===== src/rtl/decstat_pkg.sv =====
// Shared definitions for the decoder event register block.
// Assumes word-addressed access; only words 0 and 1 are populated.
package decstat_pkg;
    localparam int unsigned STAT_WORD = 0;
    localparam int unsigned MASK_WORD = 1;

    typedef enum logic [1:0] {
        SEL_NONE = 2'd0,
        SEL_STAT = 2'd1,
        SEL_MASK = 2'd2
    } reg_sel_e;

    // Map a word index onto the register it selects.
    function automatic reg_sel_e word_decode(input int unsigned idx);
        if (idx == STAT_WORD) return SEL_STAT;
        if (idx == MASK_WORD) return SEL_MASK;
        return SEL_NONE;
    endfunction
endpackage


===== src/rtl/decstat_event_reg.sv =====
// Sticky event register. Each bit is set by a hardware pulse and cleared by
// clr_req. A set always wins over a clear in the same cycle.
// Assumes clr_req already carries the right clear source for every bit.
module decstat_event_reg #(
    parameter int unsigned EVT_W = 6
) (
    input  logic             clk,
    input  logic             rst_n,
    input  logic [EVT_W-1:0] evt_set,
    input  logic [EVT_W-1:0] clr_req,
    output logic [EVT_W-1:0] status_q
);
    logic [EVT_W-1:0] status_d;

    // Next state per bit: set has priority, then clear, else hold.
    for (genvar i = 0; i < EVT_W; i++) begin : g_bit
        assign status_d[i] = evt_set[i] | (status_q[i] & ~clr_req[i]);
    end

    // Register the event bits.
    always_ff @(posedge clk) begin
        if (!rst_n) status_q <= '0;
        else        status_q <= status_d;
    end


    set_wins_chk: assert property (@(posedge clk) disable iff (!rst_n)
        (evt_set != '0) |=> ((status_q & $past(evt_set)) == $past(evt_set)));


    sticky_chk: assert property (@(posedge clk) disable iff (!rst_n)
        1'b1 |=> (($past(status_q) & ~$past(clr_req) & ~status_q) == '0));


    done_hold_chk: assert property (@(posedge clk) disable iff (!rst_n)
        (status_q[0] && !clr_req[0]) |=> status_q[0]);
endmodule


===== src/rtl/decstat_mask_reg.sv =====
// Interrupt enable register: loaded in full from the low write-data bits.
// Assumes wr_mask is a one-cycle qualified write strobe.
module decstat_mask_reg #(
    parameter int unsigned EVT_W = 6
) (
    input  logic             clk,
    input  logic             rst_n,
    input  logic             wr_mask,
    input  logic [EVT_W-1:0] wr_bits,
    output logic [EVT_W-1:0] mask_q
);
    // Load enables on a write, hold otherwise.
    always_ff @(posedge clk) begin
        if (!rst_n)       mask_q <= '0;
        else if (wr_mask) mask_q <= wr_bits;
    end


    mask_load_chk: assert property (@(posedge clk) disable iff (!rst_n)
        wr_mask |=> (mask_q == $past(wr_bits)));
endmodule


===== src/rtl/decstat_rdmux.sv =====
// Read multiplexer: zero-extends the populated registers and returns zero
// for all unpopulated words. Purely combinational.
module decstat_rdmux
    import decstat_pkg::*;
#(
    parameter int unsigned EVT_W  = 6,
    parameter int unsigned DATA_W = 32,
    parameter int unsigned ADDR_W = 2
) (
    input  logic [ADDR_W-1:0] rd_addr,
    input  logic [EVT_W-1:0]  status_q,
    input  logic [EVT_W-1:0]  mask_q,
    output logic [DATA_W-1:0] rd_data
);
    // Select the addressed register or zero.
    always_comb begin
        rd_data = '0;
        unique case (word_decode(int'(rd_addr)))
            SEL_STAT: rd_data[EVT_W-1:0] = status_q;
            SEL_MASK: rd_data[EVT_W-1:0] = mask_q;
            default:  rd_data = '0;
        endcase
    end


    unused_zero_chk: assert final (int'(rd_addr) <= int'(MASK_WORD) || rd_data == '0);
endmodule


===== src/rtl/decstat_regs.sv =====
// Top of the decoder event status / interrupt enable register pair.
// Decodes writes, routes the per-bit clear sources, and drives the level
// interrupt from registered state. Assumes EVT_W <= DATA_W.
module decstat_regs
    import decstat_pkg::*;
#(
    parameter int unsigned EVT_W  = 6,
    parameter int unsigned DATA_W = 32,
    parameter int unsigned ADDR_W = 2
) (
    input  logic              clk,
    input  logic              rst_n,
    input  logic              wr_en,
    input  logic [ADDR_W-1:0] wr_addr,
    input  logic [DATA_W-1:0] wr_data,
    input  logic [ADDR_W-1:0] rd_addr,
    output logic [DATA_W-1:0] rd_data,
    input  logic [EVT_W-1:0]  evt_set,
    input  logic              cmd_issue,
    output logic              irq
);
    localparam int unsigned DONE_BIT = 0;

    reg_sel_e         wsel;
    logic             wr_stat;
    logic             wr_mask;
    logic [EVT_W-1:0] clr_req;
    logic [EVT_W-1:0] status_q;
    logic [EVT_W-1:0] mask_q;

    // Decode the write target.
    always_comb begin
        wsel    = wr_en ? word_decode(int'(wr_addr)) : SEL_NONE;
        wr_stat = (wsel == SEL_STAT);
        wr_mask = (wsel == SEL_MASK);
    end

    // Clear sources: command strobe for bit 0, write-one for the rest.
    for (genvar i = 0; i < EVT_W; i++) begin : g_clr
        if (i == DONE_BIT) begin : g_done
            assign clr_req[i] = cmd_issue;
        end else begin : g_w1c
            assign clr_req[i] = wr_stat & wr_data[i];
        end
    end

    decstat_event_reg #(.EVT_W(EVT_W)) u_event (
        .clk      (clk),
        .rst_n    (rst_n),
        .evt_set  (evt_set),
        .clr_req  (clr_req),
        .status_q (status_q)
    );

    decstat_mask_reg #(.EVT_W(EVT_W)) u_mask (
        .clk     (clk),
        .rst_n   (rst_n),
        .wr_mask (wr_mask),
        .wr_bits (wr_data[EVT_W-1:0]),
        .mask_q  (mask_q)
    );

    decstat_rdmux #(.EVT_W(EVT_W), .DATA_W(DATA_W), .ADDR_W(ADDR_W)) u_rdmux (
        .rd_addr  (rd_addr),
        .status_q (status_q),
        .mask_q   (mask_q),
        .rd_data  (rd_data)
    );

    // Level interrupt from registered state only.
    assign irq = |(status_q & mask_q);


    irq_cause_chk: assert property (@(posedge clk) disable iff (!rst_n)
        $rose(irq) |-> ($past(evt_set) != '0 || $past(wr_mask)));


    w1c_clear_chk: assert property (@(posedge clk) disable iff (!rst_n)
        (wr_stat && ((wr_data[EVT_W-1:1] & ~evt_set[EVT_W-1:1]) != '0))
        |=> ((status_q[EVT_W-1:1] & $past(wr_data[EVT_W-1:1] & ~evt_set[EVT_W-1:1])) == '0));
endmodule


===== config.mk =====
export PLATFORM = sky130hd
export DESIGN_NAME = decstat_regs
export DESIGN_NICKNAME = d
export VERILOG_FILES = /design/src/rtl/decstat_pkg.sv /design/src/rtl/decstat_event_reg.sv /design/src/rtl/decstat_mask_reg.sv /design/src/rtl/decstat_rdmux.sv /design/src/rtl/decstat_regs.sv
export SDC_FILE = /design/constraint.sdc
export NUM_CORES = 1
export LEC_CHECK = 0
export BUFFER_PORTS_ARGS = -buffer_cell sky130_fd_sc_hd__buf_2
export CELL_PAD_IN_SITES_DETAIL_PLACEMENT = 1
export CELL_PAD_IN_SITES_GLOBAL_PLACEMENT = 1
export CORE_UTILIZATION = 22
export DETAILED_ROUTE_END_ITERATION = 10
export PLACE_DENSITY = 0.83
export SLEW_MARGIN = 20
export SYNTH_ARGS = -nofsm -noshare
export SYNTH_HDL_FRONTEND = slang
export SYNTH_SLANG_ARGS = --single-unit
export TNS_END_PERCENT = 1

===== constraint.sdc =====
create_clock -name clk -period 0.8 [get_ports clk]
set_input_delay 0.08 -clock clk [delete_from_list [all_inputs] [get_ports clk]]
set_output_delay 0.08 -clock clk [all_outputs]
set_load 0.05 [all_outputs]

# == Word-level counts from Yosys, hierarchy flattened ==
# Cells that the tools add are included.
# word_totals
out_inout_bits,33
register_bits,12
elab_cells,51
# op_classes
n_bitwise,24
reduce_logical,3
mux,16
eq_ne,6
# ops
operator,count
two-way mux 2 bit,9
one-hot mux 6 bit (2 select lines),1
bitwise AND 1 bit,11
equality test 2 x 1 -> 1 bit (second input constant),4
bitwise AND 6 bit,1
two-way mux 1 bit,6
inverter 1 bit,6
OR 1 bit,6
OR reduction 6 bit,1
equality test 2 bit (second input constant),2
zero test 2 bit,2

# == Depth between registers and ports, before layout ==
# logic_depth
ltp_word,11
depth_mapped,4

# == Cells and area by module ==
# Synthesis repeated with hierarchy kept, for this count alone.
# unflattened
cells_unflattened,88
hier_area_um2,850.8
# modules_own_cells
mod,n_inst,cells_per_inst,area_per_inst_um2
decstat_rdmux,1,40,292.8
decstat_event_reg,1,18,247.7
decstat_mask_reg,1,19,229.0
decstat_regs,1,11,81.3

# == Worst setup path before layout ==
# Ideal clock, no wire load.
# synth_path
path_type,flip-flop to output port
from,reg u_mask.mask_q[0]
to,out rd_data[0]
slack_ns,-0.321
path_stages_with_launch,3
t_arrival_ns,1.041
cell_sequence,dfxtp_1 mux2i_1 nor2_1
# synth_via
elab_chain_cells,1
# synth_rtl
item,line_no,text
from (decl),decstat_mask_reg.sv:10,output logic [EVT_W-1:0] mask_q
from (signal assigned),decstat_mask_reg.sv:15,else if (wr_mask) mask_q <= wr_bits;
one-hot mux 6 bit (2 select lines),decstat_rdmux.sv:18,unique case (word_decode(int'(rd_addr)))
to (decl),decstat_regs.sv:17,"output logic [DATA_W-1:0] rd_data,"
# Every way passes these cells.

# == Final worst setup path ==
# layout_path
from,reg u_event.status_q[5]
to,out irq
# layout_via
elab_chain_cells,2
# layout_rtl
item,line_no,text
from (decl),decstat_event_reg.sv:11,output logic [EVT_W-1:0] status_q
from (signal assigned),decstat_event_reg.sv:23,else status_q <= status_d;
bitwise AND 6 bit,decstat_regs.sv:71,assign irq = |(status_q & mask_q);
OR reduction 6 bit,decstat_regs.sv:71,
to (decl),decstat_regs.sv:20,output logic irq
# Every way passes these cells.

==> run_summary.xml <==
<?xml version="1.0" encoding="UTF-8"?>
<metrics>
  <group name="critical_path">
    <metric name="critical-path-slowest-cell" unit="">dfxtp_2</metric>
    <metric name="critical_path_arrival" unit="ns">1.06</metric>
    <metric name="endpoint_kind" unit="">output pin</metric>
    <metric name="cp-startpoint" unit="">u_event.status_q[5]</metric>
    <metric name="regToRegSetupSlack" unit="ns">0.08</metric>
    <metric name="reg2reg_from" unit="">u_event.status_q[0]</metric>
    <metric name="critical_path.max_fanout" unit="">3</metric>
    <metric name="cpPeakStageDelay" unit="ns">0.33</metric>
    <metric name="rr_worst_depth" unit="">2</metric>
    <metric name="timing.critical_path.cells" unit="">a22oi_2 -&gt; nand3_2 -&gt; buf_6</metric>
    <metric name="cp.required" unit="ns">0.72</metric>
    <metric name="r2r_end" unit="">u_event.status_q[0]</metric>
    <metric name="worst-setup-path-type" unit="">reg2out</metric>
    <metric name="cp-start-kind" unit="">register</metric>
  </group>
  <group name="global_route">
    <metric name="antenna_found_initial" unit="">0</metric>
    <metric name="first_pass_grt_wire_length" unit="mm">2.78</metric>
    <metric name="via_count_of_the_first_global_routing_pass" unit="">628</metric>
    <metric name="grt_start_max_net_pins" unit="">19</metric>
    <metric name="global_route.usage.total" unit="%">10.2</metric>
    <metric name="globalRouteOverflowTotal" unit="">0</metric>
  </group>
  <group name="synthesis">
    <metric name="post-synth-top-area-cell" unit="">dfxtp_1</metric>
    <metric name="post_synth_main_area_contributors" unit="">dfxtp_1 30%, buf_4 26%, mux2i_1 15%</metric>
    <metric name="yosysSeqAreaShare" unit="%">30.3</metric>
    <metric name="yosysTopAreaCellShare" unit="%">30.3</metric>
    <metric name="synthFlopType" unit="">dfxtp_1</metric>
    <metric name="synth_most_common_cell" unit="">buf_4</metric>
    <metric name="yosysUniqueCellTypes" unit="">17</metric>
    <metric name="synth_area" unit="sq um">793</metric>
    <metric name="yosys_warnings" unit="">0</metric>
    <metric name="synth_commonest_cells" unit="">27 x buf_4, 12 x dfxtp_1, 12 x mux2i_1, 12 x nand2_1, 6 x nor2_1</metric>
    <metric name="post_synth.cell_area_avg" unit="sq um">8.26</metric>
    <metric name="synthCells" unit="">96</metric>
    <metric name="async_reset_ff_share" unit="%">0</metric>
    <metric name="post_synth_edffs" unit="">0</metric>
    <metric name="postSynthRegisterBits" unit="">12</metric>
  </group>
  <group name="layout">
    <metric name="multi_input_area" unit="sq um">452</metric>
    <metric name="antenna_cells" unit="">0</metric>
    <metric name="area_delta_synth_final" unit="%">28.2</metric>
    <metric name="layout-drive-gt1-share" unit="%">45.5</metric>
    <metric name="final_net_count" unit="">171</metric>
    <metric name="register_area" unit="sq um">255</metric>
    <metric name="design_area" unit="sq um">1020</metric>
    <metric name="utilization" unit="%">30.0</metric>
    <metric name="final.fill_count" unit="">419</metric>
  </group>
  <group name="status">
    <metric name="outcome" unit="">complete, but fails checks</metric>
    <metric name="violations" unit="">negative setup slack</metric>
  </group>
  <group name="die">
    <metric name="die_w" unit="um">62.0</metric>
    <metric name="design.die.area" unit="sq um">3850</metric>
    <metric name="fp-row-count" unit="">21</metric>
    <metric name="start_util" unit="%">23.4</metric>
    <metric name="die_h" unit="um">62.0</metric>
    <metric name="floorplan.io_pins" unit="">79</metric>
    <metric name="core" unit="sq um">3390</metric>
  </group>
  <group name="cts">
    <metric name="cts_max_level" unit="">1</metric>
    <metric name="cts.root.buffer_cell" unit="">clkbuf_4</metric>
    <metric name="tritoncts.num_buffers" unit="">3</metric>
    <metric name="cts_num_sinks" unit="">12</metric>
    <metric name="clock_input_transition_at_the_sequential_cells_of_the_worst_setup_and_hold_paths" unit="ns">0.07</metric>
    <metric name="max-clock-path-buffers" unit="">2</metric>
    <metric name="tritoncts" unit="">yes</metric>
    <metric name="clkLatencyLatePin" unit="ns">0.26</metric>
  </group>
  <group name="timing">
    <metric name="final_min_period_over_clock_period" unit="%">143</metric>
    <metric name="final.min_clock_period" unit="ns">1.14</metric>
    <metric name="finClkSkew" unit="ns">0</metric>
    <metric name="worst_setup_margin" unit="ns">-0.342</metric>
    <metric name="setup_viol_count_final" unit="">7</metric>
    <metric name="rsz0062_at_grt" unit="">true</metric>
    <metric name="timing.setup.tns" unit="ns">-1.93</metric>
    <metric name="max_freq" unit="MHz">876</metric>
    <metric name="final_max_slew_viol_count" unit="">0</metric>
    <metric name="final-hold-violation-count" unit="">0</metric>
  </group>
  <group name="routing">
    <metric name="total_number_of_vias" unit="">653</metric>
    <metric name="drt_iter0_markers" unit="">8</metric>
    <metric name="routedWlPerCell" unit="um">10.8</metric>
    <metric name="wirelength" unit="mm">1.83</metric>
    <metric name="ant_nets" unit="">0</metric>
    <metric name="drt_pass1_iterations" unit="">4</metric>
    <metric name="drcViolationCount" unit="">0</metric>
    <metric name="viasPerCell" unit="">3.86</metric>
  </group>
  <group name="pwr">
    <metric name="total_leakage_power" unit="nW">0.483</metric>
    <metric name="power-per-cell-area" unit="nW/um^2">1580</metric>
    <metric name="total_power" unit="W">0.00161</metric>
    <metric name="peakVddDrop" unit="uV">431</metric>
  </group>
  <group name="worst_hold_path">
    <metric name="hold_path.class" unit="">in2reg</metric>
    <metric name="hold_end" unit="">u_event.status_q[1]</metric>
    <metric name="hold_path.startpoint" unit="">wr_data[1]</metric>
    <metric name="whs_path_depth" unit="">2</metric>
  </group>
  <group name="place">
    <metric name="pre_cts_slack" unit="ns">-0.143</metric>
    <metric name="io_buffer_count" unit="">26</metric>
    <metric name="gp_routability_congestion" unit="">0.687</metric>
    <metric name="postPlaceCellArea" unit="sq um">903</metric>
    <metric name="dp.final_hpwl" unit="mm">1.41</metric>
  </group>
  <group name="run">
    <metric name="cap_violations" unit="">0</metric>
  </group>
</metrics>
-- final cells by class --
type / instances / share of cell area, %
clock buffers: 3 / 2.21
multi-input cells: 74 / 44.4
flip-flops and latches: 12 / 25.1
repair buffers: 29 / 20.8
inverters: 5 / 1.85
well taps: 46 / 5.66
-- worst max path at each step --
stage	endpoint	slack (ns)	depth (start not counted)
after floorplan	rd_data[2]	-0.10	2
after global placement	irq	-0.14	3
after detailed placement	irq	-0.14	3
after CTS	irq	-0.35	3
after global routing	irq	-0.38	3
final	irq	-0.34	3
-- through the flow --
step	cells	hold WS, ns
after floorplan	121	0.180
after CTS	168	0.00227
after global routing	169	0.00879
final	169	0.00479
after global placement	165	0.284
after detailed placement	165	0.294
-- worst max-delay path, delay by kind of cell, from the launching register on --
kind / cells / cell delay [ns]
flip-flops: 1 / 0.33
AO/OA/AOI/OAI: 1 / 0.20
buffers and inverters: 1 / 0.16
AND/OR/NAND/NOR: 1 / 0.10
-- metal layers --
layer,routed length (um),track usage [%]
met1,722,11.5
met3,126,1.86
met5,0,0
met4,33,5.71
met2,951,17.9
-- power by group --
part           leakage, nW  switching, W  internal [W]
registers            0.103     0.0000315      0.000637
logic                0.366      0.000439      0.000137
clock network       0.0138      0.000188      0.000174
-- cells by family (layout without fill, tap and decap cells) --
group / Yosys count / after routing / share of synthesized area, %
flip-flops: 12 / 12 / 30.3
AO/OA/AOI/OAI: 14 / 14 / 10.9
other: 1 / 26 / 0.473
AND/OR/NAND/NOR: 22 / 22 / 12.6
buffers and inverters: 35 / 37 / 30.6
multiplexers: 12 / 12 / 15.1
-- state kept, by name, indices dropped and copies added, names as in the netlist --
register          count
u_event.status_q      6
u_mask.mask_q         6
-- what timing repair did --
action                     in CTS  in global routing
gates resized for setup        29                  2
hold endpoints to repair        0                  1
hold buffers                    0                  1
setup endpoints to repair       7                  8
pin swaps                       1                  1
setup buffers                   0                  0
cloned                          0                  0
-- placed cells by master, fill, tap and decap left out --
master / count
nor2_2: 5
nand2_1: 12
buf_6: 7
nor3b_2: 1
dlygate4sd3_1: 1
buf_12: 1
mux2i_2: 2
buf_2: 19
o21a_1: 1
buf_4: 1
mux2i_1: 10
inv_1: 5
o21ai_0: 5
nand3_2: 1
clkbuf_4: 3
dfxtp_2: 12
a31oi_1: 5
nor2b_1: 1
nor2_4: 1
and3b_1: 1
conb_1: 26
a22oi_2: 3
No activity file was read; power rests on OpenSTA's default activity.
